===== config.mk =====
export PLATFORM = sky130hd
export DESIGN_NAME = vclkIdStreamer
export DESIGN_NICKNAME = d
export VERILOG_FILES = /design/src/rtl/vclkStreamPkg.sv /design/src/rtl/vclkStreamSync.sv /design/src/rtl/vclkStreamCtrl.sv /design/src/rtl/vclkStreamData.sv /design/src/rtl/vclkIdStreamer.sv
export SDC_FILE = /design/constraint.sdc
export NUM_CORES = 1
export LEC_CHECK = 0
export BUFFER_PORTS_ARGS = -buffer_cell sky130_fd_sc_hd__buf_2
export CORE_MARGIN = 2
export CORE_UTILIZATION = 48
export DETAILED_ROUTE_END_ITERATION = 6
export HOLD_SLACK_MARGIN = 0.05
export PLACE_DENSITY = 0.77
export REMOVE_ABC_BUFFERS = 1
export SLEW_MARGIN = 20
export SYNTH_ARGS = -nofsm -noshare
export SYNTH_HDL_FRONTEND = slang
export SYNTH_SLANG_ARGS = --single-unit
export TNS_END_PERCENT = 1

===== constraint.sdc =====
create_clock -name clk -period 1.5 [get_ports clk]
set_input_delay 0.3 -clock clk [delete_from_list [all_inputs] [get_ports clk]]
set_output_delay 0.3 -clock clk [all_outputs]
set_load 0.1 [all_outputs]

===== src/rtl/vclkStreamPkg.sv =====
package vclkStreamPkg;
  // Control-to-datapath strobes; at most one is set in any cycle.
  typedef struct packed {
    logic loadByte;    // first slot: take a fresh byte, present its MSB
    logic shiftBit;    // middle slots: present the next bit
    logic releaseBit;  // last slot: let the line go, step the address
    logic clearOut;    // streaming not permitted: let the line go
  } streamStrobe_t;
endpackage


===== src/rtl/vclkStreamSync.sv =====
module vclkStreamSync #(
  parameter int STAGES = 2
) (
  input  logic clk,
  input  logic rstN,
  input  logic din,
  output logic dout
);
  logic [STAGES-1:0] chain;

  always_ff @(posedge clk or negedge rstN) begin
    if (!rstN) chain <= '0;
    else       chain <= {chain[STAGES-2:0], din};
  end

  assign dout = chain[STAGES-1];
endmodule


===== src/rtl/vclkStreamCtrl.sv =====
module vclkStreamCtrl
  import vclkStreamPkg::*;
#(
  parameter int DATA_W      = 8,
  parameter int SYNC_STAGES = 2
) (
  input  logic          clk,
  input  logic          rstN,
  input  logic          vclkIn,
  input  logic          sclIn,
  input  logic          i2cMode,
  output streamStrobe_t strobe
);
  localparam int SLOT_LAST = DATA_W;
  localparam int CNT_W     = $clog2(DATA_W + 1);

  logic vclkSync, sclSync, vclkPrev, vclkRise, active;
  logic [CNT_W-1:0] bitIdx;

  vclkStreamSync #(.STAGES(SYNC_STAGES)) u_vclkSync (
    .clk(clk), .rstN(rstN), .din(vclkIn), .dout(vclkSync));
  vclkStreamSync #(.STAGES(SYNC_STAGES)) u_sclSync (
    .clk(clk), .rstN(rstN), .din(sclIn), .dout(sclSync));

  always_ff @(posedge clk or negedge rstN) begin
    if (!rstN) vclkPrev <= 1'b0;
    else       vclkPrev <= vclkSync;
  end

  assign vclkRise = vclkSync & ~vclkPrev;
  assign active   = sclSync & ~i2cMode;

  // Slot position inside the nine-slot frame.
  always_ff @(posedge clk or negedge rstN) begin
    if (!rstN)                              bitIdx <= '0;
    else if (!active)                       bitIdx <= '0;
    else if (vclkRise) begin
      if (bitIdx == CNT_W'(SLOT_LAST))      bitIdx <= '0;
      else                                  bitIdx <= bitIdx + 1'b1;
    end
  end

  always_comb begin
    strobe            = '0;
    strobe.clearOut   = ~active;
    strobe.loadByte   = active & vclkRise & (bitIdx == '0);
    strobe.releaseBit = active & vclkRise & (bitIdx == CNT_W'(SLOT_LAST));
    strobe.shiftBit   = active & vclkRise & (bitIdx != '0)
                        & (bitIdx != CNT_W'(SLOT_LAST));
  end

  // the datapath never receives two conflicting commands
  a_r2_one_strobe: assert property (@(posedge clk) disable iff (!rstN)
    $onehot0(strobe));

  // a frame never resumes mid-byte after streaming was interrupted
  a_r5_restart_at_msb: assert property (@(posedge clk) disable iff (!rstN)
    strobe.clearOut |=> !(strobe.shiftBit || strobe.releaseBit));
endmodule


===== src/rtl/vclkStreamData.sv =====
module vclkStreamData
  import vclkStreamPkg::*;
#(
  parameter int DEPTH  = 128,
  parameter int DATA_W = 8
) (
  input  logic                       clk,
  input  logic                       rstN,
  input  streamStrobe_t              strobe,
  input  logic                       holdOff,
  input  logic [DATA_W-1:0]          memData,
  output logic [$clog2(DEPTH)-1:0]   memAddr,
  output logic                       sdaOe
);
  localparam int ADDR_W = $clog2(DEPTH);

  logic [ADDR_W-1:0] addr;
  logic [DATA_W-1:0] shiftReg;
  logic              outBit, outValid;

  always_ff @(posedge clk or negedge rstN) begin
    if (!rstN) begin
      addr     <= '0;
      shiftReg <= '0;
      outBit   <= 1'b1;
      outValid <= 1'b0;
    end else if (strobe.clearOut) begin
      outValid <= 1'b0;
    end else if (strobe.loadByte) begin
      outBit   <= memData[DATA_W-1];
      shiftReg <= {memData[DATA_W-2:0], 1'b0};
      outValid <= 1'b1;
    end else if (strobe.shiftBit) begin
      outBit   <= shiftReg[DATA_W-1];
      shiftReg <= {shiftReg[DATA_W-2:0], 1'b0};
    end else if (strobe.releaseBit) begin
      outValid <= 1'b0;
      addr     <= (addr == ADDR_W'(DEPTH - 1)) ? '0 : addr + 1'b1;
    end
  end

  assign memAddr = addr;
  assign sdaOe   = outValid & ~outBit & ~holdOff;

  // a frame start always puts a data bit on the line
  a_r2_load_drives: assert property (@(posedge clk) disable iff (!rstN)
    strobe.loadByte |=> outValid);

  // the don't-care slot leaves the line released
  a_r3_release_slot: assert property (@(posedge clk) disable iff (!rstN)
    strobe.releaseBit |=> !sdaOe);

  // the address moves only at the end of a frame
  a_r4_addr_step: assert property (@(posedge clk) disable iff (!rstN)
    (addr != $past(addr)) |-> $past(strobe.releaseBit));

  // the last location is followed by location 0
  a_r4_wrap_zero: assert property (@(posedge clk) disable iff (!rstN)
    (strobe.releaseBit && addr == ADDR_W'(DEPTH - 1)) |=> (addr == '0));
endmodule


===== src/rtl/vclkIdStreamer.sv =====
module vclkIdStreamer
  import vclkStreamPkg::*;
#(
  parameter int DEPTH       = 128,
  parameter int DATA_W      = 8,
  parameter int SYNC_STAGES = 2
) (
  input  logic                     clk,
  input  logic                     rstN,
  input  logic                     vclkIn,
  input  logic                     sclIn,
  input  logic                     i2cMode,
  input  logic [DATA_W-1:0]        memData,
  output logic [$clog2(DEPTH)-1:0] memAddr,
  output logic                     sdaOe
);
  streamStrobe_t strobe;

  vclkStreamCtrl #(.DATA_W(DATA_W), .SYNC_STAGES(SYNC_STAGES)) u_ctrl (
    .clk(clk), .rstN(rstN), .vclkIn(vclkIn), .sclIn(sclIn),
    .i2cMode(i2cMode), .strobe(strobe));

  vclkStreamData #(.DEPTH(DEPTH), .DATA_W(DATA_W)) u_data (
    .clk(clk), .rstN(rstN), .strobe(strobe), .holdOff(i2cMode),
    .memData(memData), .memAddr(memAddr), .sdaOe(sdaOe));

  // with the clock line low for a full sync delay, the address holds
  a_r7_addr_hold_scl_low: assert property (@(posedge clk) disable iff (!rstN)
    (!sclIn && $past(!sclIn) && $past(!sclIn, 2)) |=> $stable(memAddr));
endmodule


==> summary.md, run 1 <==
| Metric | Value |
|---|---|
| Largest cells by area after synthesis | `dfrtp_1 52%, nor2_1 4.9%, a21oi_1 4.8%` |
| Core Area | `2230 um^2` |
| Tmin final | `1480 ps` |
| Post-route ant nets | `0` |
| Setup CP Type | `reg -> reg` |
| Skew final | `6.48 ps` |
| Peak VDD IR | `0.650 mV` |
| CTS buffer count | `3` |
| Register bit total from synthesis | `25` |
| Hold WS | `93.1 ps` |
| # Post-CTS Setup Buffers | `0` |
| Max Cap Viol | `0` |
| Crit start category | `flip-flop` |
| Area share of the leading cell type in the synthesized netlist | `0.521` |
| Switching pwr | `298 uW` |
| Cell Area, Synth | `1150 um^2` |
| Worst-path maximum fanout | `5` |
| TritonCTS clock tree | `built` |
| Final Net Count | `154` |
| Clk Latency, worst-skew pair | `310 ps` |
| Number of global-route vias before repair | `949` |
| Synth Flop Type | `dfrtp_1` |
| Gr usage total | `0.204` |
| Largest stage delay on the critical path | `410 ps` |
| Fmax | `674 MHz` |
| Die Height | `53.0 um` |
| Critical-path top delay cell | `dfrtp_1` |
| Non-filler cells, final | `165` |
| Post-DP HPWL | `1.79 mm` |
| Sequential share of power | `0.642` |
| Clk slew on worst S/H paths | `120 ps` |
| Via density per instance | `5.56` |
| Family with the most delay on the worst path | `simple AND/OR/NAND/NOR gates` |
| Post-synth EDFFs | `0` |
| Leading area contributor after synthesis | `dfrtp_1` |
| Leak pwr | `0.670 nW` |
| FP Rows | `17` |
| Ys async rst share | `1.00` |
| CTS max path bufs | `2` |
| Utilization after layout | `0.642` |
| RSZ-0062 raised after global routing | `true` |
| Comb pwr share | `0.115` |
| Rel. slew slack | `0.638` |
| Mapped Cells | `108` |
| I/O pins | `21` |
| Initial DRC count | `11` |
| Yosys warning count | `0` |
| PortBufs | `20` |
| Ratio of final minimum period to clock period | `0.989` |
| Remaining global-route overflow | `0` |
| Register area share after synthesis | `0.543` |
| Clock Sinks | `25` |
| Setup crit end kind | `flip-flop` |
| Die Area | `2810 um^2` |
| Htree depth | `1` |
| DRT Pass-1 Iters | `4` |
| Starting Density | `0.517` |
| Die width | `53.0 um` |
| Tightest Hold Check Type | `in -> reg` |
| Worst r2r src | `u_ctrl.bitIdx[0]` |
| Placed Cells incl. Taps | `160` |
| Synthesis-to-layout area growth | `24.3%` |
| CTS root buf | `clkbuf_4` |
| Hold Path Origin | `sclIn` |
| Hold Vio Cnt, Final | `0` |
| Pwr Total | `1.20 mW` |
| Synthesized area per cell | `10.7 um^2` |
| CP cell instances | `inv_2 -> ha_2 -> nor2b_4 -> buf_4 -> nand3_4 -> nor2_2 -> mux2_2` |
| Clk pwr share | `0.243` |
| WL/cell | `14.8 um` |
| DRC | `0` |
| Worst-Margin Slew | `543 ps` |
| Layout cells sized above 1 | `0.336` |
| Worst path required time | `1750 ps` |
| CP Launch Point | `u_ctrl.bitIdx[0]` |
| Final-report setup violation count | `0` |
| Initial antenna violation count | `0` |
| Final wirelength | `2.44 mm` |
| Status | `completed` |
| First-pass GRT wire length | `4.19 mm` |
| Most frequent cell after synthesis | `dfrtp_1` |
| Fin. max-slew vios | `0` |
| Worst Path Buf+Inv | `2` |
| Sw Ratio | `0.249` |
| Antenna Cells | `0` |
| Critical path arrival | `1740 ps` |
| Commonest cells in the netlist | `24 x dfrtp_1, 15 x nor2_1, 11 x a21oi_1` |
| Pwr dens | `834 nW/um^2` |
| GP Congestion | `0.809` |
| DR vias | `917` |
| Cell-internal power | `898 uW` |
| Largest net degree at the start of global routing | `26` |
| Count of cell types in the netlist | `35` |
[flip-flops by register name, indices dropped and copies added (netlist names)]
name	flops
u_ctrl.u_sclSync.chain	2
u_data.memAddr	7
u_ctrl.u_vclkSync.chain	2
u_data.outBit	1
u_ctrl.vclkPrev	1
u_ctrl.bitIdx	4
u_data.outValid	1
u_data.shiftReg	7
[routing by layer]
layer,vias up,part of all wire,global-route usage
li1,448,-,-
met1,448,0.43,0.250
met2,17,0.53,0.356
met3,4,0.023,0.0282
met4,0,0.016,0.0897
met5,-,0,0
[cells in the final DEF (no fill, tap or decap), types with 2 or more instances in the layout]
cell type,count
a22o_1,2
dfrtp_1,24
ha_1,2
inv_1,2
buf_2,12
inv_2,2
nor2b_1,2
nand2_1,5
buf_4,9
a21oi_1,11
nand3_1,4
nor2_1,14
nand2b_1,3
o22ai_1,7
buf_12,2
clkbuf_4,8
a41oi_1,2
xor2_1,2
[cell type report]
type                    instances  area [um^2]
multi-input cells              74          504
flip-flops and latches         25          627
repair buffers                 30          226
well taps                      28         35.0
inverters                       4         15.0
clock buffers                   4         26.3
fillers                       189          800
[what timing repair did]
item / CTS / global route
gates resized for setup: 4 / 10
hold buffers: 1 / 0
pin swaps: 2 / 2
hold endpoints to repair: 24 / 0
endpoints found under the setup margin: 14 / 19
[worst register-to-register path: cells and delay by family, from the launching register on]
| kind | cells | cell delay, ps |
|---|---|---|
| adder cells (fa/ha/maj) | 1 | 180 |
| buffers and inverters | 2 | 210 |
| flip-flops | 1 | 410 |
| multiplexers | 1 | 170 |
| AND/OR/NAND/NOR | 3 | 470 |
[logic make-up (layout without fill, tap and decap cells)]
| group | Yosys count | count (layout) | synth area share |
|---|---|---|---|
| simple gates | 36 | 36 | 0.171 |
| xor+xnor | 3 | 3 | 0.0228 |
| mux | 1 | 1 | 0.00976 |
| buf+inv | 9 | 38 | 0.0380 |
| flops | 25 | 25 | 0.543 |
| fa+ha+maj | 3 | 3 | 0.0325 |
| compound gates | 31 | 31 | 0.182 |
[final timing paths]
check                                              to  slack, ps  depth (start not counted)
min reg2reg                u_ctrl.u_vclkSync.chain[1]        370                          0
max in group asynchronous               u_data.outBit        640                          2
min                         u_ctrl.u_sclSync.chain[0]         90                          1
min in group asynchronous   u_ctrl.u_sclSync.chain[1]        490                          2
max                                 u_data.memAddr[0]         20                          7
max reg2reg                         u_data.memAddr[0]         20                          7
[power by group through the flow]
stage	Clock [mW]	Sequential, mW	Combinational, mW
global route	0.329	0.773	0.156
CTS	0.299	0.764	0.136
global placement	0	0.770	0.124
floorplan	0	0.767	0.0747
finish	0.291	0.767	0.138
detailed placement	0	0.776	0.132
[through the flow]
| step | instance area, um^2 | setup slack, ps | TNS [ps] |
|---|---|---|---|
| after floorplan | 1120 | -1200 | -5150 |
| after global placement | 1360 | 45.6 | 0 |
| after detailed placement | 1360 | -46.1 | -172 |
| after CTS | 1410 | 10.6 | 0 |
| after global routing | 1430 | -75.8 | -582 |
| final | 1430 | 17.0 | 0 |
Power figures use the tool's default switching activity.
==> inputs of run 2 (changes only) <==
--- a/config.mk
+++ b/config.mk
@@ -5,12 +5,13 @@
 export SDC_FILE = /design/constraint.sdc
 export NUM_CORES = 1
 export LEC_CHECK = 0
+export ABC_AREA = 1
 export BUFFER_PORTS_ARGS = -buffer_cell sky130_fd_sc_hd__buf_2
 export CORE_MARGIN = 2
-export CORE_UTILIZATION = 48
+export CORE_UTILIZATION = 49
 export DETAILED_ROUTE_END_ITERATION = 6
 export HOLD_SLACK_MARGIN = 0.05
-export PLACE_DENSITY = 0.77
+export PLACE_DENSITY = 0.78
 export REMOVE_ABC_BUFFERS = 1
 export SLEW_MARGIN = 20
 export SYNTH_ARGS = -nofsm -noshare
==> run 2 against run 1 <==
Sequential share of layout area is 1.8 points lower. Hold slack worse by 11 ps. First-iteration DRC count is 36% lower. Synthesized cell count is 37% higher. Via count is 11% higher. Final area is 4.3% higher. Critical path depth is 6 lower. Critical endpoint is now memAddr[1]. Highest routed layer unchanged.
==> summary.md, run 2 <==
| Metric | Value |
|---|---|
| Number of global-route vias before repair | `917` |
| Antenna Cells | `0` |
| Crit start category | `flip-flop` |
| Fmax | `682 MHz` |
| Family with the most delay on the worst path | `buffers and inverters` |
| Yosys warning count | `0` |
| First-pass GRT wire length | `3.89 mm` |
| Mapped Cells | `148` |
| Tmin final | `1470 ps` |
| Hold Vio Cnt, Final | `0` |
| DP Area | `1400 um^2` |
| Final-report setup violation count | `0` |
| Most frequent cell after synthesis | `nand2_1` |
| Hold WS | `82.2 ps` |
| CTS buffer count | `3` |
| Final Net Count | `193` |
| Die Height | `54.2 um` |
| Initial DRC count | `7` |
| Tightest Hold Check Type | `in -> reg` |
| Ratio of final minimum period to clock period | `0.977` |
| Setup CP Type | `reg -> out` |
| Htree depth | `1` |
| DRT Pass-1 Iters | `4` |
| DRC | `0` |
| Cell Area, Synth | `1230 um^2` |
| Area share of the leading cell type in the synthesized netlist | `0.487` |
| Multiplexer share of the synthesized area | `0` |
| Synth Flop Type | `dfrtp_1` |
| TritonCTS clock tree | `built` |
| PortBufs | `20` |
| Clock Sinks | `25` |
| Leading area contributor after synthesis | `dfrtp_1` |
| Layout cells sized above 1 | `0.233` |
| Post-Synth XOR/XNOR Area | `0.0284` |
| Gr usage total | `0.190` |
| Via density per instance | `4.93` |
| Pwr dens | `823 nW/um^2` |
| Post-Synth Adder-Cell Area | `0.0304` |
| Final wirelength | `2.40 mm` |
| Rel. slew slack | `0.641` |
| CTS max path bufs | `2` |
| Most common cell after layout, fill and taps aside | `nand2_1` |
| Post-DP HPWL | `1.72 mm` |
| CTS root buf | `clkbuf_4` |
| Initial antenna violation count | `0` |
| Worst-Margin Slew | `538 ps` |
| Worst-path maximum fanout | `4` |
| Post-route ant nets | `0` |
| Max Cap Viol | `0` |
| CP cell instances | `buf_2` |
| Worst path required time | `1200 ps` |
| Skew final | `2.65 ps` |
| Core Area | `2430 um^2` |
| FP Rows | `18` |
| Fin. max-slew vios | `0` |
| Setup crit end kind | `primary output` |
| Critical-path top delay cell | `buf_2` |
| Utilization after layout | `0.615` |
| Register area | `627 um^2` |
| Largest net degree at the start of global routing | `26` |
| Commonest cells after routing, fill and taps aside | `50 x nand2_1, 24 x dfrtp_1, 15 x inv_1, 15 x nand3_1, 13 x buf_2` |
| Peak VDD IR | `0.720 mV` |
| Largest cells by area after synthesis | `dfrtp_1 49%, nand2_1 15%, nand3_1 6.1%` |
| Starting Density | `0.507` |
| Commonest cells in the netlist | `50 x nand2_1, 24 x dfrtp_1, 16 x inv_1` |
| WL/cell | `11.7 um` |
| I/O pins | `21` |
| Register area share after synthesis | `0.508` |
| Largest stage delay on the critical path | `440 ps` |
| Status | `completed` |
| Die Area | `2930 um^2` |
| Area of the multi-input gates | `551 um^2` |
| Clk Latency, worst-skew pair | `310 ps` |
| Post-synth EDFFs | `0` |
| Critical path arrival | `1170 ps` |
| GP Congestion | `0.826` |
| DR vias | `1015` |
| Compound-gate portion of the synthesized area | `0.0416` |
| Die width | `54.2 um` |
| Leak pwr | `0.771 nW` |
| Post-Synth Simple-Gate Area | `0.328` |
| Filler cell count | `206` |
| Synthesis-to-layout area growth | `21.2%` |
| Remaining global-route overflow | `0` |
| Worst Path Buf+Inv | `1` |
| Clk slew on worst S/H paths | `120 ps` |
| Synthesized area per cell | `8.34 um^2` |
| Ys async rst share | `1.00` |
| Flop-to-flop setup slack | `100 ps` |
| Post-route cell area | `1500 um^2` |
| Count of cell types in the netlist | `20` |
| Largest family of logic cells by synthesized area | `simple AND/OR/NAND/NOR gates` |
| Register bit total from synthesis | `25` |
## run 2: cell count changes after synthesis, moves of 3 or more
cell / change
inv_1: +12
nor2_1: -8
nand2b_1: -3
nand3_1: +11
nand2_1: +45
inv_2: +3
o21ai_0: +7
a21oi_1: -11
o22ai_1: -6
nand3b_1: +7
## run 2: power breakdown
group / total [mW] / switching (mW) / internal [mW] / leakage, nW
registers: 0.771 / 0.0317 / 0.739 / 0.315
clock network: 0.292 / 0.188 / 0.104 / 0.0150
logic: 0.167 / 0.0979 / 0.0691 / 0.441
total: 1.23 / 0.318 / 0.912 / 0.771
## run 2: final cells by class
cell class / instances / share of cell area
timing repair buffer: 25 / 0.122
inverter: 19 / 0.0477
clock buffer: 4 / 0.0176
sequential: 25 / 0.419
tap: 30 / 0.0251
multi-input combinational: 103 / 0.368
## run 2: per-layer routing
metal	vias to the layer above	global-route usage	wire, um
met1	467	0.235	1140
met3	6	0.0306	75
met2	19	0.303	1130
met4	0	0.125	60
met5	-	0	0
li1	523	-	-
## run 2: cells by family (layout without fill, tap and decap cells)
family | count (synthesis) | after routing
AOI/OAI and AO/OA | 10 | 10
xor gates and xnor gates | 4 | 4
adders and majority gates | 3 | 3
buffers and inverters | 20 | 48
DFF | 25 | 25
and+or+nand+nor | 86 | 86
## run 2: worst register-to-register path, stage by stage (launching register included)
cell and delay [ps]:
dfrtp_1 420, inv_1 110, ha_4 150, nand3_4 90
nor3_4 230, buf_12 140, inv_2 60, nand2_1 60
nand2_1 60
## run 2: worst paths after layout
kind,end,startpoint,depth (start not counted)
worst max-delay path,memAddr[1],u_data.memAddr[1],1
worst min-delay path,u_ctrl.u_sclSync.chain[0],sclIn,1
worst max register to register,u_data.memAddr[3],u_ctrl.bitIdx[1],8
worst min register to register,u_ctrl.u_vclkSync.chain[1],u_ctrl.u_vclkSync.chain[0],0
max in group asynchronous,u_data.outBit,rstN,2
min in group asynchronous,u_data.shiftReg[6],rstN,2
## run 2: timing repair
item | 4_1_cts | 5_1_grt
hold endpoints to repair | 24 | 0
pin swaps | 0 | 1
hold buffers | 1 | 0
resized for setup | 5 | 6
buffers inserted | 0 | 1
setup endpoints to repair | 5 | 12
## run 2: stage by stage
| stage | std cells | power [mW] | setup slack [ps] | TNS (ps) |
|---|---|---|---|---|
| 6_report | 206 | 1.23 | 34.7 | 0 |
| 5_1_grt | 206 | 1.30 | -8.07 | -21.6 |
| 4_1_cts | 205 | 1.23 | 29.5 | 0 |
| 3_5_place_dp | 200 | 0.946 | 65.2 | 0 |
| 3_3_place_gp | 200 | 0.932 | 94.6 | 0 |
| 2_1_floorplan | 147 | 0.882 | -496 | -3140 |
==> inputs of run 3 (changes only) <==
==> constraint.sdc (replaced) <==
create_clock -name clk -period 1.5 [get_ports clk]
set_input_delay 0.225 -clock clk [delete_from_list [all_inputs] [get_ports clk]]
set_output_delay 0.225 -clock clk [all_outputs]
set_load 0.1 [all_outputs]
==> run 3 against run 2 <==
Maximum frequency increased by 1.5%. Worst setup slack improved by 21 ps. Sequential power about the same. Critical path depth unchanged. First-iteration DRC count increased to 2.7 times the previous value. Wire length increased by 2.1%. Clock-buffer cell count unchanged. Final area increased by 0.25%. Global-route usage increased by 0.20 points. Hold slack improved by 85 ps. Final cell count increased by 1.9%.
==> summary.md, run 3 (same netlist as run 2, synthesis figures left out) <==
| Metric | Value |
|---|---|
| Worst Path Buf+Inv | `1` |
| Commonest cells after routing, fill and taps aside | `50 x nand2_1, 24 x dfrtp_1, 19 x buf_2` |
| CP cell instances | `buf_2` |
| Final-report setup violation count | `0` |
| FP Rows | `18` |
| Pwr dens | `821 nW/um^2` |
| CTS buffer count | `3` |
| Clk Latency, worst-skew pair | `310 ps` |
| CTS root buf | `clkbuf_4` |
| Post-placement setup slack | `-31.9 ps` |
| Worst-Margin Slew | `556 ps` |
| Tightest Hold Check Type | `in -> reg` |
| Antenna Cells | `0` |
| Gr usage total | `0.191` |
| DR vias | `1066` |
| Post-route ant nets | `0` |
| Family with the most delay on the worst path | `buffers and inverters` |
| I/O pins | `21` |
| Leak pwr | `0.782 nW` |
| Remaining global-route overflow | `0` |
| WL/cell | `11.7 um` |
| Setup CP Type | `reg -> out` |
| Post-route cell area | `1500 um^2` |
| Final wirelength | `2.45 mm` |
| Largest net degree at the start of global routing | `26` |
| DP Area | `1390 um^2` |
| Largest stage delay on the critical path | `460 ps` |
| Post-DP HPWL | `1.77 mm` |
| Core Area | `2430 um^2` |
| Die Height | `54.2 um` |
| Die Area | `2930 um^2` |
| Synthesis-to-layout area growth | `21.5%` |
| Final WS setup | `55.7 ps` |
| Initial DRC count | `19` |
| Crit start category | `flip-flop` |
| GP Congestion | `0.816` |
| Rel. slew slack | `0.630` |
| Most common cell after layout, fill and taps aside | `nand2_1` |
| Worst path required time | `1270 ps` |
| Htree depth | `1` |
| Setup crit end kind | `primary output` |
| Die width | `54.2 um` |
| PortBufs | `20` |
| Filler cell count | `219` |
| RSZ-0062 raised after global routing | `false` |
| Fin. max-slew vios | `0` |
| Skew final | `4.82 ps` |
| Worst-path maximum fanout | `5` |
| Peak VDD IR | `0.555 mV` |
| Hold WS | `168 ps` |
| Status | `completed` |
| Final Net Count | `197` |
| First-pass GRT wire length | `4.05 mm` |
| Fmax | `692 MHz` |
| Critical path arrival | `1220 ps` |
| Layout cells sized above 1 | `0.233` |
| Ratio of final minimum period to clock period | `0.963` |
| Tmin final | `1440 ps` |
| Via density per instance | `5.08` |
| Clk slew on worst S/H paths | `130 ps` |
| Hold Vio Cnt, Final | `0` |
| Number of global-route vias before repair | `994` |
| CTS max path bufs | `2` |
| DRT Pass-1 Iters | `4` |
| Initial antenna violation count | `0` |
| DRC | `0` |
| Starting Density | `0.507` |
| Critical-path top delay cell | `buf_2` |
| TritonCTS clock tree | `built` |
| Clock Sinks | `25` |
| Max Cap Viol | `0` |
[run 3: what timing repair did]
item,4_1_cts,5_1_grt
hold buffers,3,0
resized for setup,0,3
endpoints found under the setup margin,5,16
hold endpoints to repair,26,0
gates cloned,0,1
pin swaps,1,2
buffers inserted,1,2
[run 3: power breakdown]
group          switching, mW  internal [mW]
clock                  0.187          0.104
combinational         0.0981         0.0719
sequential            0.0314          0.739
total                  0.317          0.914
[run 3: cell type report]
| cell class | instances | area [um^2] | area share |
|---|---|---|---|
| Inverter | 19 | 71.3 | 0.0476 |
| Sequential cell | 25 | 627 | 0.418 |
| Timing Repair Buffer | 28 | 195 | 0.130 |
| Clock buffer | 4 | 26.3 | 0.0175 |
| Multi-Input combinational cell | 104 | 542 | 0.361 |
| Tap cell | 30 | 37.5 | 0.0250 |
[run 3: layer usage]
layer / track usage / wire length (um) / vias to the layer above
met3: 0.0361 / 116 / 2
met2: 0.337 / 1260 / 26
met4: 0.0667 / 16 / 0
met5: 0 / 0 / -
met1: 0.231 / 1060 / 503
li1: - / - / 535
[run 3: worst min-delay path: cells and delay by family]
family	cells	cell delay, ps
AO/OA/AOI/OAI	1	80
AND/OR/NAND/NOR	1	60
buffers and inverters	1	80
[run 3: stage by stage]
| stage | std cells | total power, mW | utilization | setup TNS, ps |
|---|---|---|---|---|
| floorplan | 147 | 0.882 | - | -3030 |
| global placement | 199 | 0.935 | 0.573 | 0 |
| detailed placement | 199 | 0.941 | 0.573 | -105 |
| CTS | 207 | 1.24 | 0.604 | 0 |
| global route | 210 | 1.31 | 0.616 | 0 |
| finish | 210 | 1.23 | 0.616 | 0 |
[run 3: final timing paths]
| check | startpoint | endpoint | slack (ps) | cells past startpoint |
|---|---|---|---|---|
| min | memData[0] | u_data.shiftReg[1] | 170 | 3 |
| max in group asynchronous | rstN | u_ctrl.u_vclkSync.chain[0] | 710 | 2 |
| min reg2reg | u_ctrl.u_vclkSync.chain[0] | u_ctrl.u_vclkSync.chain[1] | 360 | 0 |
| max reg2reg | u_ctrl.bitIdx[1] | u_data.memAddr[2] | 130 | 8 |
| max | u_data.memAddr[2] | memAddr[2] | 60 | 1 |
| min in group asynchronous | rstN | u_data.shiftReg[7] | 420 | 2 |
